--- src/rtl/keyed_watchdog_pkg.sv ---
package keyed_watchdog_pkg;
  localparam logic [7:0] KEY_ARM   = 8'h55;
  localparam logic [7:0] KEY_CLEAR = 8'hAA;
  localparam logic [2:0] CHK_GOOD  = 3'b101;

  localparam int unsigned BIT_FLAG = 7;
  localparam int unsigned BIT_DIS  = 6;
  localparam int unsigned CHK_LSB  = 3;
  localparam int unsigned PS_LSB   = 0;

  typedef enum logic [1:0] {
    A_CTRL  = 2'd0,
    A_KEY   = 2'd1,
    A_COUNT = 2'd2,
    A_SPARE = 2'd3
  } wd_addr_e;
endpackage

--- src/rtl/wd_prescale.sv ---
module wd_prescale #(
  parameter int unsigned DIV_W = 6,
  parameter int unsigned SEL_W = 3
) (
  input  logic             clk,
  input  logic             rst,
  input  logic             run,
  input  logic             wd_tick,
  input  logic [SEL_W-1:0] sel,
  output logic             tick_o
);
  localparam int unsigned NTAP = DIV_W + 1;

  logic [DIV_W-1:0] div_cnt;
  logic [NTAP-1:0]  taps;
  logic [SEL_W-1:0] idx;

  always_ff @(posedge clk) begin
    if (rst)                 div_cnt <= '0;
    else if (run && wd_tick) div_cnt <= div_cnt + 1'b1;
  end

  assign taps[0] = wd_tick;
  generate
    for (genvar k = 1; k < NTAP; k++) begin : g_tap
      assign taps[k] = wd_tick & (&div_cnt[k-1:0]);
    end
  endgenerate

  always_comb begin
    if (sel < SEL_W'(2)) idx = '0;
    else                 idx = sel - 1'b1;
    if (int'(idx) >= NTAP) idx = SEL_W'(NTAP - 1);
  end

  assign tick_o = run & taps[idx];
endmodule

--- src/rtl/wd_key.sv ---
module wd_key
  import keyed_watchdog_pkg::*;
#(
  parameter int unsigned KEY_W = 8
) (
  input  logic             clk,
  input  logic             rst,
  input  logic             wr_key,
  input  logic [KEY_W-1:0] key,
  output logic             clear_o,
  output logic             bad_o,
  output logic             armed_o
);
  logic armed;
  logic is_arm, is_clr;

  assign is_arm  = (key == KEY_W'(KEY_ARM));
  assign is_clr  = (key == KEY_W'(KEY_CLEAR));
  assign clear_o = wr_key && is_clr && armed;
  assign bad_o   = wr_key && !is_arm && !is_clr;
  assign armed_o = armed;

  always_ff @(posedge clk) begin
    if (rst)                armed <= 1'b0;
    else if (wr_key) begin
      if (is_arm)           armed <= 1'b1;
      else                  armed <= 1'b0;
    end
  end
endmodule

--- src/rtl/keyed_watchdog.sv ---
module keyed_watchdog
  import keyed_watchdog_pkg::*;
#(
  parameter int unsigned CNT_W  = 8,
  parameter int unsigned DIV_W  = 6,
  parameter int unsigned SEL_W  = 3,
  parameter int unsigned DATA_W = 16,
  parameter int unsigned ADDR_W = 2
) (
  input  logic              clk,
  input  logic              rst,
  input  logic              por,
  input  logic              wd_tick,
  input  logic              wd_override,
  input  logic              wr_en,
  input  logic [ADDR_W-1:0] wr_addr,
  input  logic [DATA_W-1:0] wr_data,
  input  logic [ADDR_W-1:0] rd_addr,
  output logic [DATA_W-1:0] rd_data,
  output logic              sys_rst_req
);
  localparam int unsigned KEY_W = 8;

  logic             any_rst;
  logic             wr_ctrl, wr_key, ctrl_ok, ctrl_bad;
  logic             key_clear, key_bad, armed;
  logic             tick, ovf, fault, hold;
  logic [CNT_W-1:0] cnt;
  logic [SEL_W-1:0] ps;
  logic             dis, flag, pend;

  assign any_rst  = rst | por;
  assign wr_ctrl  = wr_en && (wr_addr == ADDR_W'(A_CTRL));
  assign wr_key   = wr_en && (wr_addr == ADDR_W'(A_KEY));
  assign ctrl_ok  = wr_ctrl && (wr_data[CHK_LSB +: 3] == CHK_GOOD);
  assign ctrl_bad = wr_ctrl && !ctrl_ok;
  assign hold     = dis && wd_override;

  wd_prescale #(.DIV_W(DIV_W), .SEL_W(SEL_W)) u_pre (
    .clk     (clk),
    .rst     (any_rst),
    .run     (!hold),
    .wd_tick (wd_tick),
    .sel     (ps),
    .tick_o  (tick)
  );

  wd_key #(.KEY_W(KEY_W)) u_key (
    .clk     (clk),
    .rst     (any_rst),
    .wr_key  (wr_key),
    .key     (wr_data[KEY_W-1:0]),
    .clear_o (key_clear),
    .bad_o   (key_bad),
    .armed_o (armed)
  );

  assign ovf   = tick && (&cnt) && !key_clear;
  assign fault = ovf || key_bad || ctrl_bad;

  always_ff @(posedge clk) begin
    if (any_rst)        cnt <= '0;
    else if (key_clear) cnt <= '0;
    else if (tick)      cnt <= cnt + 1'b1;
  end

  always_ff @(posedge clk) begin
    if (any_rst) begin
      ps  <= '0;
      dis <= 1'b0;
    end else if (ctrl_ok) begin
      ps  <= wr_data[PS_LSB +: SEL_W];
      dis <= wr_data[BIT_DIS];
    end
  end

  always_ff @(posedge clk) begin
    if (por)                            flag <= 1'b0;
    else if (fault)                     flag <= 1'b1;
    else if (ctrl_ok && wr_data[BIT_FLAG]) flag <= 1'b0;
  end

  always_ff @(posedge clk) begin
    if (any_rst) begin
      pend        <= 1'b0;
      sys_rst_req <= 1'b0;
    end else begin
      pend        <= fault;
      sys_rst_req <= pend;
    end
  end

  always_ff @(posedge clk) begin
    if (any_rst) rd_data <= '0;
    else begin
      rd_data <= '0;
      case (rd_addr)
        ADDR_W'(A_CTRL): begin
          rd_data[BIT_FLAG]          <= flag;
          rd_data[BIT_DIS]           <= dis;
          rd_data[PS_LSB +: SEL_W]   <= ps;
        end
        ADDR_W'(A_COUNT): rd_data[CNT_W-1:0] <= cnt;
        default: ;
      endcase
    end
  end
endmodule

--- config.mk ---
export PLATFORM = sky130hd
export DESIGN_NAME = keyed_watchdog
export DESIGN_NICKNAME = d
export VERILOG_FILES = /design/src/rtl/keyed_watchdog_pkg.sv /design/src/rtl/wd_prescale.sv /design/src/rtl/wd_key.sv /design/src/rtl/keyed_watchdog.sv
export SDC_FILE = /design/constraint.sdc
export NUM_CORES = 1
export LEC_CHECK = 0
export BUFFER_PORTS_ARGS = -buffer_cell sky130_fd_sc_hd__buf_2
export CORE_MARGIN = 5
export CORE_UTILIZATION = 53
export CTS_BUF_LIST = sky130_fd_sc_hd__clkbuf_2 sky130_fd_sc_hd__clkbuf_4 sky130_fd_sc_hd__clkbuf_8
export CTS_CLUSTER_SIZE = 40
export DETAILED_ROUTE_END_ITERATION = 8
export MAX_ROUTING_LAYER = met4
export PLACE_DENSITY_LB_ADDON = 0.15
export SETUP_SLACK_MARGIN = 0.02
export SLEW_MARGIN = 20
export SYNTH_ARGS = -nofsm -noshare
export SYNTH_HDL_FRONTEND = slang
export SYNTH_SLANG_ARGS = --single-unit
export TNS_END_PERCENT = 1
--- constraint.sdc ---
create_clock -name clk -period 2.45 [get_ports clk]
set_input_delay 0.3675 -clock clk [delete_from_list [all_inputs] [get_ports clk]]
set_output_delay 0.3675 -clock clk [all_outputs]
set_load 0.02 [all_outputs]
; Yosys cells after proc, flatten, opt, wreduce, memory -nomap -nowiden
; Cells that the tools add are included.
[word_totals]
register_bits = 38
inputBits = 26
output_inout_bits = 17
word_cells = 71
[classes]
addsub = 3
magnitude_cmp = 3
n_eq_ne = 5
muxes = 9
bitwise = 9
n_reduce_logical = 31
[ops]
columns = op, n
row1 = logical AND 1 bit, 13
row2 = adder 8 x 1 -> 8 bit (second input constant), 1
row3 = == test 8 x 7 -> 1 bit (second input constant), 1
row4 = == test 8 bit (second input constant), 1
row5 = AND reduction 8 bit, 1
row6 = bitwise AND 1 bit, 7
row7 = adder 6 x 1 -> 6 bit (second input constant), 1
row8 = 2-to-1 mux 3 bit, 2
row9 = case mux 3 bit (2 select lines), 1
row10 = AND reduction 6 bit, 1
row11 = logical NOT 1 bit, 5
row12 = AND reduction 5 bit, 1
row13 = logical NOT 2 bit, 2
row14 = less-than comparator 3 x 4 -> 1 bit (second input constant), 1
row15 = 2-to-1 mux 1 bit, 4
row16 = case mux 2 bit (2 select lines), 1
row17 = AND reduction 4 bit, 1
row18 = OR reduction 2 bit, 2
row19 = binary-select mux 1 bit (select 3 bit), 1
row20 = == test 3 bit (second input constant), 1
row21 = greater-or-equal comparator 3 bit (second input constant), 1
row22 = less-than comparator 3 x 2 -> 1 bit (second input constant), 1
row23 = AND reduction 3 bit, 1
row24 = subtractor 3 x 1 -> 3 bit (second input constant), 1
row25 = other kinds (7), 8

; Logic depth before layout (Yosys ltp)
; Gate-level depths: netlist of the first run.
[logic_depth]
ltp_word = 12
mapped_depth = 10
mapped_depth_nobuf = 9

; By module
; Synthesis of the first run repeated with hierarchy kept, for this count alone.
[unflattened]
cells_unflattened = 166
area_unflattened_um2 = 1461.4
[by_module_without_submodules]
columns = mod, n_inst, cells_per_inst, area_each_um2, seq_area_each_um2
row1 = keyed_watchdog, 1, 106, 968.4, 460.4
row2 = wd_prescale, 1, 47, 384.1, 120.1
row3 = wd_key, 1, 13, 108.9, 20.0

; Worst setup path after synthesis of the first run
; OpenSTA, ideal clock, no wires.
[synth_path]
path_kind = reg-to-reg
startpoint = register u_pre.div_cnt[0]
endpoint = register cnt[7]
arrival_ns = 2.064
required_time_ns = 2.380
slack_ns = 0.316
path_stages_with_launch = 10
n_path_buf = 0
synth_period_minus_slack_ns = 2.134
cell_sequence = dfxtp_1 -> ha_1 -> nand3_1 -> inv_1 -> ha_1 -> nor2_1 -> a221o_1 -> o221a_2 -> or4_1 -> a21oi_1
[synth_via]
elab_chain_len = 5
word_cells_on_any_way = 14
classes_between = mux: 2 / bitwise: 7 / reduce/logical: 5
[synth_lines]
columns = element, line
row1 = "start, declared", wd_prescale.sv:14  ; logic [DIV_W-1:0] div_cnt;
row2 = "start signal, assigned", wd_prescale.sv:20  ; else if (run && wd_tick) div_cnt <= div_cnt + 1'b1;
row3 = AND reduction 6 bit (tied with other cells), wd_prescale.sv:26  ; assign taps[k] = wd_tick & (&div_cnt[k-1:0]);
row4 = bitwise AND 1 bit, wd_prescale.sv:26
row5 = binary-select mux 1 bit (select 3 bit) (*), wd_prescale.sv:36  ; assign tick_o = run & taps[idx];
row6 = 2-to-1 mux 1 bit (not written as such) (*), wd_prescale.sv:36
row7 = bitwise AND 1 bit (*), wd_prescale.sv:36
row8 = "end signal, assigned", keyed_watchdog.sv:64  ; else if (tick) cnt <= cnt + 1'b1;
row9 = "end, declared", keyed_watchdog.sv:28  ; logic [CNT_W-1:0] cnt;
; Mark *: on every way between the ends. The rest lies on a longest branch, timed or not. The select of a mux whose other input is x is not followed.
; A chain may end at the register's enable or synchronous reset.

; Worst setup path after layout of the first run
[layout_path]
startpoint = register u_pre.div_cnt[1]
endpoint = register cnt[7]
; The elaborated chain is that of the path after synthesis.

==> results.sh, run 1 <==
export IMPL_dpl_cell_count=223
export IMPL_die_width_um=62.5
export IMPL_avgSynthCellArea_sq_um=8.55
export IMPL_clockRootBuffer="clkbuf_4"
export IMPL_layout_common_cells="dfxtp_1 (30), buf_2 (26), nor2_1 (19)"
export IMPL_path_class="reg2reg"
export IMPL_yosys_warnings=0
export IMPL_critical_path_required_ns=2.71
export IMPL_hold_class="in2reg"
export IMPL_placed_area_sq_um=1590
export IMPL_synth_area_leaders="dfxtp_1 (41%), mux2i_1 (6.2%), a21oi_1 (5.1%)"
export IMPL_cpMostUsedCell="ha_1"
export IMPL_post_cts_buffers=0
export IMPL_initial_utilization_pct=54.0
export IMPL_fmax_mhz=437
export IMPL_synth_cells=171
export IMPL_finalHoldViolCount=0
export IMPL_synth_largest_area_cell="dfxtp_1"
export IMPL_grt_pass1_wl_um=5150
export IMPL_setup_violations=0
export IMPL_crit_path_cell_trace="ha_1 -> nand3_1 -> inv_1 -> ha_1 -> nor2_1 -> a221o_1 -> o221a_4 -> or4_1 -> a21oi_1"
export IMPL_layout_nets=230
export IMPL_route_vias_total=1301
export IMPL_grt_overflow=0
export IMPL_fin_area_sq_um=1650
export IMPL_cts_tree="built"
export IMPL_wl_per_cell_um=12.9
export IMPL_fin_ws_ns=0.162
export IMPL_seq_area_sq_um=601
export IMPL_cts_buffers=5
export IMPL_h_tree_depth=2
export IMPL_multiInputGateArea_sq_um=791
export IMPL_clk_latency_ns=0.32
export IMPL_synth_edf_count=0
export IMPL_seq_area_frac_synth_pct=41.1
export IMPL_hold_worst_slack_ns=0.232
export IMPL_fp_dieArea_sq_um=3910
export IMPL_grt_start_max_net_pins=16
export IMPL_fp_coreArea_sq_um=2710
export IMPL_status="finished, final reports clean"
export IMPL_end_kind="flip-flop"
export IMPL_fin_crit_sh_pct=93.4
export IMPL_fin_cells=229
export IMPL_cp_max_fo=15
export IMPL_clk_path_buf_depth=2
export IMPL_area_growth_syn_to_layout_pct=13.0
export IMPL_ir_drop_v=0.000469
export IMPL_power_density_nw_per_um2=507
export IMPL_critPathSlowestCell="or4_1"
export IMPL_cpPeakStageDelay_ns=0.50
export IMPL_grt_total_usage_pct=16.5
export IMPL_gp_congestion=0.772
export IMPL_slew_viol_final=0
export IMPL_drc=0
export IMPL_critPathArrivalTime_ns=2.54
export IMPL_cts_sinks=30
export IMPL_skew_ns=0.00551
export IMPL_die_y_um=62.5
export IMPL_cts_hold_buffers=0
export IMPL_final_common_cell="dfxtp_1"
export IMPL_drive_gt1_share_pct=22.7
export IMPL_place_hpwl_um=2330
export IMPL_fin_crit_ns=2.29
export IMPL_synth_seq_cells=30
export IMPL_finalWirelength_um=2950
export IMPL_finalSetupTns_ns=0
export IMPL_rows=19
export IMPL_portBuffers=26
export IMPL_r2r_slack_ns=0.16
export IMPL_pre_cts_slack_ns=0.124
export IMPL_yosys_cell_types_count=36
export IMPL_tightest_slew_ns=0.525
export IMPL_grt_pass1_vias=1239
export IMPL_maxCapViolCount=0
export IMPL_rsz0062_at_grt="false"
export IMPL_fill_cells=249
export IMPL_via_per_inst=5.68
export IMPL_async_flop_share_pct=0
export IMPL_ant_nets=0
export IMPL_crit_path_start_kind="flip-flop"
export IMPL_synth_ff_type="dfxtp_1"
export IMPL_post_cts_resized=0
export IMPL_yosysTopAreaCellShare_pct=41.1
export IMPL_ios=43
export IMPL_synth_area_sq_um=1460
export IMPL_grt_antenna_before_repair=0
export IMPL_dr_pass1_iters=4
export IMPL_drt_iter0_markers=40
export IMPL_antenna_cells=0
export IMPL_leakage_nw=0.706
export IMPL_path_clk_slew_ns=0.08
export IMPL_maxSlewHeadroom_pct=64.5
==> state kept, by name (all words and copies together), names as in the netlist <==
name / flops
cnt: 8
dis: 1
flag: 1
rd_data: 8
pend: 1
u_key.armed_o: 1
u_pre.div_cnt: 6
ps: 3
sys_rst_req: 1
==> per-layer routing <==
| layer | global-route usage (%) | vias up | wire length [um] | share of wire (%) |
|---|---|---|---|---|
| li1 | - | 648 | - | - |
| met2 | 26.8 | 39 | 1530 | 52 |
| met5 | - | - | 0 | 0 |
| met3 | 7.37 | 6 | 195 | 6.6 |
| met1 | 17.3 | 608 | 1200 | 40 |
| met4 | 6.63 | 0 | 36 | 1.2 |
==> cell type report <==
cell class	count	share of cell area, %
Clock buffer	6	3.10
Inverter	5	1.14
Multi-Input combinational cell	128	47.8
Sequential cell	30	36.3
Tap cell	31	2.35
Timing Repair Buffer	29	9.24
==> path summary, 6_finish.rpt <==
check / to / from / cells past startpoint
setup / recovery: cnt[7]$_SDFFE_PP0P_ / u_pre.div_cnt[1]$_SDFFE_PP0P_ / 9
hold / removal: flag$_SDFFE_PP0P_ / por / 2
setup reg to reg: cnt[7]$_SDFFE_PP0P_ / u_pre.div_cnt[1]$_SDFFE_PP0P_ / 9
hold reg to reg: sys_rst_req$_SDFF_PP0_ / pend$_SDFF_PP0_ / 2
==> critical path: cells and delay by family, from the launching register on <==
| kind | cells | cell delay, ns |
|---|---|---|
| AO/OA/AOI/OAI | 3 | 0.74 |
| adder cells (fa/ha/maj) | 2 | 0.37 |
| buffers and inverters | 1 | 0.08 |
| AND/OR/NAND/NOR | 3 | 0.66 |
| flip-flops | 1 | 0.39 |
==> cells by family (layout without fill, tap and decap cells) <==
logic type                 Yosys count  in the layout  share of synthesized area, %
xor gates and xnor gates             4              4                          2.40
AOI/OAI and AO/OA                   32             32                          13.0
other                                1              8                         0.256
muxes                               10             10                          6.93
DFF                                 30             30                          41.1
buffers and inverters               20             40                          7.27
adders and majority gates            5              5                          4.28
and+or+nand+nor                     69             69                          24.8
==> report_power, final <==
part           internal [mW]  total (mW)  switching (mW)
logic                 0.0271      0.0716          0.0445
registers              0.492       0.495         0.00308
clock network          0.129       0.272           0.143
total                  0.648       0.839           0.191
==> cell usage after synthesis (2+ instances only) <==
master / number
dfxtp_1: 30
nor2_1: 19
a21oi_1: 15
nand2_1: 14
mux2i_1: 9
buf_4: 8
o21ai_0: 8
nand4_1: 6
clkbuf_1: 5
ha_1: 5
inv_1: 5
or3_1: 5
and3_1: 4
or2_2: 4
or3_2: 4
nand3_1: 3
a31oi_1: 2
nand2b_1: 2
nand3b_1: 2
nor4_1: 2
o221ai_1: 2
xnor2_1: 2
xor2_1: 2
==> stage by stage <==
| step | util [%] | power, mW |
|---|---|---|
| after floorplan | - | 0.561 |
| after global placement | 58.8 | 0.575 |
| after detailed placement | 58.8 | 0.578 |
| after CTS | 60.7 | 0.847 |
| after global routing | 61.0 | 0.890 |
| final | 61.0 | 0.839 |
No activity file was read; power rests on OpenSTA's default activity.
==> run 2, diff against run 1 <==
--- a/config.mk
+++ b/config.mk
@@ -5,12 +5,13 @@
 export SDC_FILE = /design/constraint.sdc
 export NUM_CORES = 1
 export LEC_CHECK = 0
-export BUFFER_PORTS_ARGS = -buffer_cell sky130_fd_sc_hd__buf_2
 export CORE_MARGIN = 5
-export CORE_UTILIZATION = 53
+export CORE_UTILIZATION = 60
 export CTS_BUF_LIST = sky130_fd_sc_hd__clkbuf_2 sky130_fd_sc_hd__clkbuf_4 sky130_fd_sc_hd__clkbuf_8
+export CTS_CLUSTER_DIAMETER = 50
 export CTS_CLUSTER_SIZE = 40
 export DETAILED_ROUTE_END_ITERATION = 8
+export DONT_BUFFER_PORTS = 1
 export MAX_ROUTING_LAYER = met4
 export PLACE_DENSITY_LB_ADDON = 0.15
 export SETUP_SLACK_MARGIN = 0.02
==> results.sh, run 2 (synthesis results as in run 1) <==
export IMPL_status="finished, final reports clean"
export IMPL_leakage_nw=0.597
export IMPL_end_kind="flip-flop"
export IMPL_p_total_uw=846
export IMPL_fin_crit_sh_pct=93.0
export IMPL_post_cts_buffers=0
export IMPL_drive_gt1_share_pct=12.1
export IMPL_rsz0062_at_grt="false"
export IMPL_skew_ns=0.00332
export IMPL_busiest_layer="met2"
export IMPL_final_common_cell="dfxtp_1"
export IMPL_grt_util_met2_pct=27.3
export IMPL_finalSetupTns_ns=0
export IMPL_wl_per_cell_um=13.0
export IMPL_antenna_cells=0
export IMPL_route_vias_total=1154
export IMPL_finalHoldViolCount=0
export IMPL_drt_iter0_markers=51
export IMPL_p_sw_share_pct=22.1
export IMPL_cts_tree="built"
export IMPL_fill_cells=188
export IMPL_area_growth_syn_to_layout_pct=4.70
export IMPL_fmax_mhz=439
export IMPL_portBuffers=0
export IMPL_p_seq_share_pct=58.6
export IMPL_crit_path_start_kind="flip-flop"
export IMPL_gp_congestion=0.838
export IMPL_dr_pass1_iters=4
export IMPL_grtUsageMet1_pct=19.3
export IMPL_grt_start_max_net_pins=16
export IMPL_postLayoutCoreUtil_pct=67.3
export IMPL_critical_path_required_ns=2.71
export IMPL_clockPowerShare_pct=35.5
export IMPL_ant_nets=0
export IMPL_hold_start="por"
export IMPL_fin_crit_ns=2.28
export IMPL_layout_common_cells="dfxtp_1 (30), nor2_1 (19), a21oi_1 (15)"
export IMPL_grt_pass1_vias=977
export IMPL_fp_coreArea_sq_um=2280
export IMPL_reg_top3="cnt (8), rd_data (8), u_pre.div_cnt (6)"
export IMPL_dpl_cell_count=194
export IMPL_reg2regPathDepth=9
export IMPL_min_to="flag$_SDFFE_PP0P_"
export IMPL_netSwitchingPower_uw=187
export IMPL_path_class="reg2reg"
export IMPL_r2r_start="u_pre.div_cnt[1]$_SDFFE_PP0P_"
export IMPL_initial_utilization_pct=64.3
export IMPL_fin_ws_ns=0.173
export IMPL_power_internal_uw=659
export IMPL_cp_max_fo=15
export IMPL_tightest_slew_ns=0.484
export IMPL_h_tree_depth=2
export IMPL_cts_hold_buffers=0
export IMPL_layout_nets=204
export IMPL_pre_cts_slack_ns=0.127
export IMPL_maxSlewHeadroom_pct=67.3
export IMPL_ios=43
export IMPL_clk_path_buf_depth=2
export IMPL_placed_area_sq_um=1460
export IMPL_maxCapViolCount=0
export IMPL_slew_viol_final=0
export IMPL_r2r_end="cnt[7]$_SDFFE_PP0P_"
export IMPL_finalWirelength_um=2630
export IMPL_r2r_slack_ns=0.17
export IMPL_grt_antenna_before_repair=0
export IMPL_hold_class="in2reg"
export IMPL_rows=17
export IMPL_clockRootBuffer="clkbuf_4"
export IMPL_setup_violations=0
export IMPL_p_comb_share_pct=5.9
export IMPL_via_per_inst=5.71
export IMPL_fp_dieArea_sq_um=3530
export IMPL_holdPathStages=1
export IMPL_die_width_um=59.4
export IMPL_fin_cells=202
export IMPL_path_clk_slew_ns=0.08
export IMPL_post_cts_resized=0
export IMPL_fin_area_sq_um=1530
export IMPL_use_met3_pct=4.58
export IMPL_clk_latency_ns=0.32
export IMPL_grt_total_usage_pct=17.3
export IMPL_ir_drop_v=0.000552
export IMPL_hold_worst_slack_ns=0.105
export IMPL_die_y_um=59.4
export IMPL_place_hpwl_um=2070
export IMPL_grt_pass1_wl_um=4350
export IMPL_drc=0
export IMPL_cts_buffers=5
export IMPL_cts_sinks=30
export IMPL_critPathArrivalTime_ns=2.53
export IMPL_grt_overflow=0
export IMPL_power_density_nw_per_um2=553
## run 2: routing by layer
layer | wire length, um | share of wire (%) | vias to the layer above
met5 | 0 | 0 | -
met4 | 70 | 2.7 | 0
met3 | 151 | 5.7 | 6
met2 | 1290 | 49 | 24
met1 | 1120 | 43 | 533
li1 | - | - | 591
## run 2: area by class of cell
type | count | area [sq um] | area share [%]
inverters | 5 | 18.8 | 1.23
flip-flops and latches | 30 | 601 | 39.2
clock buffers | 7 | 58.8 | 3.84
repair buffers | 3 | 22.5 | 1.47
clock inverters | 1 | 5.00 | 0.327
multi-input cells | 128 | 791 | 51.6
well taps | 28 | 35.0 | 2.29
## run 2: worst max path at each step
stage	startpoint	endpoint	slack (ns)	depth (start not counted)
2_1_floorplan	u_pre.div_cnt[0]$_SDFFE_PP0P_	cnt[7]$_SDFFE_PP0P_	0.32	9
3_3_place_gp	u_pre.div_cnt[1]$_SDFFE_PP0P_	cnt[7]$_SDFFE_PP0P_	0.18	9
3_5_place_dp	u_pre.div_cnt[1]$_SDFFE_PP0P_	cnt[7]$_SDFFE_PP0P_	0.13	9
4_1_cts	u_pre.div_cnt[1]$_SDFFE_PP0P_	cnt[7]$_SDFFE_PP0P_	0.11	9
5_1_grt	u_pre.div_cnt[1]$_SDFFE_PP0P_	cnt[7]$_SDFFE_PP0P_	0.04	9
6_report	u_pre.div_cnt[1]$_SDFFE_PP0P_	cnt[7]$_SDFFE_PP0P_	0.17	9
## run 2: critical path, cell delays in order, from the launching register on
cell and delay [ns]:
dfxtp_1 0.38, ha_1 0.22, nand3_1 0.11, inv_1 0.07, ha_1 0.13, nor2_1 0.04
a221o_1 0.31, o221a_4 0.28, or4_1 0.52, a21oi_1 0.14
## run 2: power by group through the flow
| stage | Combinational, mW | Clock (mW) | Sequential, mW |
|---|---|---|---|
| after floorplan | 0.0538 | 0 | 0.507 |
| after global placement | 0.0484 | 0 | 0.507 |
| after detailed placement | 0.0495 | 0 | 0.508 |
| after CTS | 0.0497 | 0.310 | 0.496 |
| after global routing | 0.0553 | 0.339 | 0.497 |
| final | 0.0501 | 0.300 | 0.496 |
